<file path="src/rtl/cfh_pkg.sv">
package cfh_pkg;
    localparam int ADDR_W = 3;

    localparam logic [ADDR_W-1:0] A_CTL    = 3'd0;
    localparam logic [ADDR_W-1:0] A_BR_SRC = 3'd1;
    localparam logic [ADDR_W-1:0] A_BR_DST = 3'd2;
    localparam logic [ADDR_W-1:0] A_EX_SRC = 3'd3;
    localparam logic [ADDR_W-1:0] A_EX_DST = 3'd4;
    localparam logic [ADDR_W-1:0] A_BR_PK  = 3'd5;
    localparam logic [ADDR_W-1:0] A_EX_PK  = 3'd6;

    typedef enum logic [1:0] {
        ST_OFF    = 2'd0,
        ST_REC    = 2'd1,
        ST_FROZEN = 2'd2
    } rec_state_e;

    localparam int KINDS   = 2;
    localparam int K_BR    = 0;
    localparam int K_EX    = 1;
endpackage

</file>
<file path="src/rtl/cfh_ctl_fsm.sv">
module cfh_ctl_fsm
    import cfh_pkg::*;
(
    input  logic clk,
    input  logic rst_n,
    input  logic dbg_exc,
    input  logic wr_any,
    input  logic wr_ctl,
    input  logic wr_bit,
    input  logic priv_ok,
    output logic rec_en,
    output logic wr_fault
);
    rec_state_e state_q, state_d;
    logic       fault_q;

    // next-state logic: a debug exception outranks any software write
    always_comb begin
        state_d = state_q;
        unique case (state_q)
            ST_OFF: begin
                if (!dbg_exc && wr_ctl && priv_ok && wr_bit)
                    state_d = ST_REC;
            end
            ST_REC: begin
                if (dbg_exc)
                    state_d = ST_FROZEN;
                else if (wr_ctl && priv_ok && !wr_bit)
                    state_d = ST_OFF;
            end
            ST_FROZEN: begin
                if (!dbg_exc && wr_ctl && priv_ok)
                    state_d = wr_bit ? ST_REC : ST_OFF;
            end
            default: state_d = ST_OFF;
        endcase
    end

    // state register
    always_ff @(posedge clk) begin
        if (!rst_n)
            state_q <= ST_OFF;
        else
            state_q <= state_d;
    end

    // output process
    always_ff @(posedge clk) begin
        if (!rst_n)
            fault_q <= 1'b0;
        else
            fault_q <= wr_any && !priv_ok;
    end

    always_comb begin
        rec_en   = (state_q == ST_REC);
        wr_fault = fault_q;
    end

    // a debug exception always leaves recording off
    a_r5_dbg_clears: assert property (@(posedge clk) disable iff (!rst_n)
        dbg_exc |=> !rec_en);

    // a refused write strobes the fault output
    a_r7_fault_strobe: assert property (@(posedge clk) disable iff (!rst_n)
        (wr_any && !priv_ok) |=> wr_fault);

    // a refused control write does not move the enable
    a_r7_unpriv_keeps: assert property (@(posedge clk) disable iff (!rst_n)
        (wr_ctl && !priv_ok && !dbg_exc) |=> $stable(rec_en));

    // debug exception wins over a simultaneous permitted write
    a_r11_dbg_wins: assert property (@(posedge clk) disable iff (!rst_n)
        (dbg_exc && wr_ctl && priv_ok) |=> (state_q != ST_REC));
endmodule

</file>
<file path="src/rtl/cfh_record.sv">
module cfh_record #(
    parameter int AW = 32
) (
    input  logic          clk,
    input  logic          rst_n,
    input  logic          cap,
    input  logic [AW-1:0] src_i,
    input  logic [AW-1:0] dst_i,
    output logic [AW-1:0] src_q,
    output logic [AW-1:0] dst_q
);
    always_ff @(posedge clk) begin
        if (!rst_n) begin
            src_q <= '0;
            dst_q <= '0;
        end else if (cap) begin
            src_q <= src_i;
            dst_q <= dst_i;
        end
    end

    // a record holds whenever it is not captured
    a_r3_hold: assert property (@(posedge clk) disable iff (!rst_n)
        !cap |=> ($stable(src_q) && $stable(dst_q)));

    // a capture stores the presented addresses
    a_r4_capture: assert property (@(posedge clk) disable iff (!rst_n)
        cap |=> (src_q == $past(src_i) && dst_q == $past(dst_i)));
endmodule

</file>
<file path="src/rtl/cfh_read_port.sv">
module cfh_read_port
    import cfh_pkg::*;
#(
    parameter int AW = 32,
    localparam int DW = 2 * AW
) (
    input  logic              clk,
    input  logic              rst_n,
    input  logic              reg_rd,
    input  logic [ADDR_W-1:0] reg_addr,
    input  logic              rec_en,
    input  logic [AW-1:0]     br_src,
    input  logic [AW-1:0]     br_dst,
    input  logic [AW-1:0]     ex_src,
    input  logic [AW-1:0]     ex_dst,
    output logic              rd_valid,
    output logic [DW-1:0]     rd_data
);
    logic [DW-1:0] sel;

    always_comb begin
        sel = '0;
        case (reg_addr)
            A_CTL:    sel = {{(DW-1){1'b0}}, rec_en};
            A_BR_SRC: sel = {{AW{1'b0}}, br_src};
            A_BR_DST: sel = {{AW{1'b0}}, br_dst};
            A_EX_SRC: sel = {{AW{1'b0}}, ex_src};
            A_EX_DST: sel = {{AW{1'b0}}, ex_dst};
            A_BR_PK:  sel = {br_src, br_dst};
            A_EX_PK:  sel = {ex_src, ex_dst};
            default:  sel = '0;
        endcase
    end

    always_ff @(posedge clk) begin
        if (!rst_n) begin
            rd_valid <= 1'b0;
            rd_data  <= '0;
        end else begin
            rd_valid <= reg_rd;
            if (reg_rd)
                rd_data <= sel;
        end
    end

    // one-cycle read latency, no spurious valid
    a_r8_latency: assert property (@(posedge clk) disable iff (!rst_n)
        reg_rd |=> rd_valid);
    a_r8_no_spurious: assert property (@(posedge clk) disable iff (!rst_n)
        !reg_rd |=> !rd_valid);
endmodule

</file>
<file path="src/rtl/cf_history_recorder.sv">
module cf_history_recorder
    import cfh_pkg::*;
#(
    parameter int AW = 32,
    localparam int DW = 2 * AW
) (
    input  logic              clk,
    input  logic              rst_n,
    input  logic              br_valid,
    input  logic [AW-1:0]     br_from,
    input  logic [AW-1:0]     br_to,
    input  logic              ex_valid,
    input  logic [AW-1:0]     ex_from,
    input  logic [AW-1:0]     ex_to,
    input  logic              ex_is_debug,
    input  logic              dbg_exc,
    input  logic              reg_wr,
    input  logic              reg_rd,
    input  logic [ADDR_W-1:0] reg_addr,
    input  logic [AW-1:0]     reg_wdata,
    input  logic [1:0]        priv_lvl,
    input  logic              real_mode,
    output logic              rd_valid,
    output logic [DW-1:0]     rd_data,
    output logic              wr_fault
);
    logic          rec_en;
    logic          priv_ok;
    logic          wr_ctl;
    logic          unused_wdata;
    logic [KINDS-1:0]         cap;
    logic [KINDS-1:0][AW-1:0] ev_src, ev_dst, rec_src, rec_dst;

    assign priv_ok      = (priv_lvl == 2'd0) || real_mode;
    assign wr_ctl       = reg_wr && (reg_addr == A_CTL);
    assign unused_wdata = ^reg_wdata[AW-1:1];

    cfh_ctl_fsm u_ctl (
        .clk      (clk),
        .rst_n    (rst_n),
        .dbg_exc  (dbg_exc),
        .wr_any   (reg_wr),
        .wr_ctl   (wr_ctl),
        .wr_bit   (reg_wdata[0]),
        .priv_ok  (priv_ok),
        .rec_en   (rec_en),
        .wr_fault (wr_fault)
    );

    // capture qualifiers use the enable as it stands this cycle
    always_comb begin
        cap[K_BR]    = rec_en && br_valid;
        cap[K_EX]    = rec_en && ex_valid && !ex_is_debug;
        ev_src[K_BR] = br_from;
        ev_dst[K_BR] = br_to;
        ev_src[K_EX] = ex_from;
        ev_dst[K_EX] = ex_to;
    end

    for (genvar k = 0; k < KINDS; k++) begin : g_rec
        cfh_record #(.AW(AW)) u_rec (
            .clk   (clk),
            .rst_n (rst_n),
            .cap   (cap[k]),
            .src_i (ev_src[k]),
            .dst_i (ev_dst[k]),
            .src_q (rec_src[k]),
            .dst_q (rec_dst[k])
        );
    end

    cfh_read_port #(.AW(AW)) u_rd (
        .clk      (clk),
        .rst_n    (rst_n),
        .reg_rd   (reg_rd),
        .reg_addr (reg_addr),
        .rec_en   (rec_en),
        .br_src   (rec_src[K_BR]),
        .br_dst   (rec_dst[K_BR]),
        .ex_src   (rec_src[K_EX]),
        .ex_dst   (rec_dst[K_EX]),
        .rd_valid (rd_valid),
        .rd_data  (rd_data)
    );

    // a debug-flagged exception never lands in the exception record
    a_r6_dbg_not_recorded: assert property (@(posedge clk) disable iff (!rst_n)
        (ex_valid && ex_is_debug) |=> ($stable(rec_src[K_EX]) && $stable(rec_dst[K_EX])));

    // a branch while disabled leaves the branch record alone
    a_r3_off_no_capture: assert property (@(posedge clk) disable iff (!rst_n)
        (!rec_en) |=> ($stable(rec_src[K_BR]) && $stable(rec_dst[K_BR])));
endmodule

</file>
<file path="config.mk">
export PLATFORM = sky130hd
export DESIGN_NAME = cf_history_recorder
export DESIGN_NICKNAME = d
export VERILOG_FILES = /design/src/rtl/cfh_pkg.sv /design/src/rtl/cfh_ctl_fsm.sv /design/src/rtl/cfh_record.sv /design/src/rtl/cfh_read_port.sv /design/src/rtl/cf_history_recorder.sv
export SDC_FILE = /design/constraint.sdc
export NUM_CORES = 1
export LEC_CHECK = 0
export BUFFER_PORTS_ARGS = -buffer_cell sky130_fd_sc_hd__buf_4
export CAP_MARGIN = 5
export CORE_ASPECT_RATIO = 1.2
export CORE_MARGIN = 2
export CORE_UTILIZATION = 51
export DETAILED_ROUTE_END_ITERATION = 16
export PLACE_DENSITY_LB_ADDON = 0.12
export SLEW_MARGIN = 20
export SYNTH_ARGS = -nofsm -noshare
export SYNTH_HDL_FRONTEND = slang
export SYNTH_SLANG_ARGS = --single-unit
</file>
<file path="constraint.sdc">
create_clock -name clk -period 2.6 [get_ports clk]
set_input_delay 0.26 -clock clk [delete_from_list [all_inputs] [get_ports clk]]
set_output_delay 0.26 -clock clk [all_outputs]
set_load 0.02 [all_outputs]
</file>
==> impl_metrics.yaml <==
status:
  status: "finished, final reports clean"
clock_network:
  cts.clk_slew.worst_paths_ns: 0.07
  clock_path_buffers: 2
  cts_resized: 0
  insertion_delay_ns: 0.43
  clock-sinks: 196
  cts_max_level: 4
  post_cts_buffers: 0
  cts_tree: "done"
  cts_root_buffer: "clkbuf_16"
  numCtsBuffers: 17
  cts_hold_buf: 0
drt:
  wl_per_cell_um: 18.8
  first_pass_iters: 10
  drc: 0
  drt_iter0_markers: 821
  num_vias: 7639
  vias_per_cell: 5.73
  wirelength_um: 25100
  antenna_left: 0
cells_and_area:
  regArea_sq_um: 3920
  synthToLayoutAreaGrowth_pct: 27.2
  n_fill_cell: 1416
  drive_above_1_share: 0.265
  layout_commonest_cell: "nand2_1"
  fin_nets: 1288
  finish.utilization: 0.659
  diodes: 0
  multi_input_area_sq_um: 3650
  final_cell_mix: "nand2_1, buf_4, dfxtp_1, a21oi_1, a22oi_1"
placed_design:
  gp_congestion: 0.885
  io_buffers: 208
  hpwl_um: 17100
sta:
  slew_viol_final: 0
  rsz0062_at_grt: "false"
  fin_setup_tns_ns: 0
  period_share: 0.685
  relSlewSlack: 0.540
  post-route-min-period_ns: 1.78
  final.setup_skew_ns: 0.00737
  tightest_slew_ns: 0.688
  fmax_ghz: 0.562
  hold_viol_final: 0
  timing.final.setup_violations: 0
logic_synthesis:
  synth_edf_count: 0
  synthFlopType: "dfxtp_1"
  synth_cell_types: 31
  synthesis.area_sq_um: 8040
  yosys_register_bits: 196
  synth_area_leader_cell: "dfxtp_1"
  syn_inst: 953
  yosysWarnings: 0
  synth_top_area_frac: 0.488
  postSynthAreaPerCell_sq_um: 8.43
  ys_top_cells_by_area: "dfxtp_1, nand2_1, a21oi_1"
  synth_fp_nets: 1127
  synthArstFlopShare: 0
  yosysSeqAreaShare: 0.488
floorplan:
  coreArea_sq_um: 15500
  dieWidth_um: 119
  initial_utilization: 0.518
  dieArea_sq_um: 16800
  chipHeight_um: 142
  row_count: 50
  io_pins: 240
flow_run:
  cap_violations: 0
pwr:
  p_per_area_nw_per_um2: 602
  p_leak_nw: 4.03
  ir_worst_vdd_mv: 0.434
setup_path:
  slowest_delay_ns: 0.49
  crit_family: "simple AND/OR/NAND/NOR gates"
  crit_path_start_kind: "flip-flop"
  worstPathMaxFanout: 47
  cp-end-kind: "flip-flop"
  path_class: "flip-flop to flip-flop"
  arrival_ns: 2.14
  cp_slowest_cell: "and3b_2"
  cp_num_buf_inv: 1
  cp.required_ns: 2.96
  crit_chain: "and2b_1 > and3b_2 > buf_12 > nand2_1 > a21oi_1"
global_route:
  grt_use_total: 0.292
  grt_overflow: 0
  grt_max_degree: 65
  grt_pass1_vias: 7037
  grt_antenna_before_repair: 0
  grt_pass1_wl_um: 37900
min_path:
  hp-class: "input pin to flip-flop"
worst paths after layout:
check / start / to / slack [ns] / depth (start not counted)
worst max-delay path: u_ctl.state_q[0] / g_rec[1].u_rec.dst_q[13] / 0.82 / 5
worst min-delay path: dbg_exc / u_ctl.state_q[0] / 0.008 / 2
worst max register to register: u_ctl.state_q[0] / g_rec[1].u_rec.dst_q[13] / 0.82 / 5
worst min register to register: u_rd.rd_data[38] / u_rd.rd_data[38] / 0.45 / 2
registers in the layout (all words and copies together), names as in the netlist:
signal,cells
u_ctl.state_q,2
u_ctl.wr_fault,1
g_rec.u_rec.src_q,64
u_rd.rd_valid,1
u_rd.rd_data,64
g_rec.u_rec.dst_q,64
report_power, final:
group | total, mW | internal [mW] | switching [mW]
Combinational | 0.383 | 0.177 | 0.205
Clock | 2.76 | 1.61 | 1.15
Sequential | 3.01 | 3.01 | 0.00346
Total | 6.15 | 4.79 | 1.36
metal layers:
| metal | global-route usage | up-vias | wire length (um) |
|---|---|---|---|
| met5 | 0 | - | 0 |
| met4 | 0.122 | 0 | 733 |
| met3 | 0.0494 | 45 | 1550 |
| met2 | 0.537 | 320 | 13400 |
| met1 | 0.334 | 3614 | 9410 |
| li1 | - | 3660 | - |
cells by family (layout without fill, tap and decap cells):
group,after synthesis,after routing,share of synthesized area
compound gates,315,315,0.249
buf+inv,87,260,0.0592
flops,196,196,0.488
mux,34,34,0.0480
simple gates,321,321,0.156
final cells by class:
class / count / share of cell area
Sequential cell: 196 / 0.384
Inverter: 2 / 0.000979
Multi-Input combinational cell: 670 / 0.357
Clock buffer: 19 / 0.0423
Clock inverter: 12 / 0.0176
Timing Repair Buffer: 227 / 0.173
Tap cell: 208 / 0.0255
cell usage after synthesis (all sizes together) (2+ instances only):
master	count
nor2b	4
clkbuf	29
a22oi	54
inv	2
a222oi	32
and2b	2
o211a	22
nor2	4
dfxtp	196
o21ai	64
mux2	33
buf	56
and3b	2
and2	2
a21oi	138
nand2	303
stage by stage:
stage	hold slack (ns)	cells	cell area, sq um	setup WS (ns)	power (mW)
global placement	0.438	1303	9610	0.808	3.46
detailed placement	0.444	1303	9610	0.771	3.45
global route	0.00168	1334	10200	0.631	6.32
finish	0.00775	1334	10200	0.819	6.15
floorplan	0.340	953	8040	1.30	3.23
CTS	0.000185	1334	10200	0.823	6.17
Note: power is estimated with default switching activity, not from simulation.
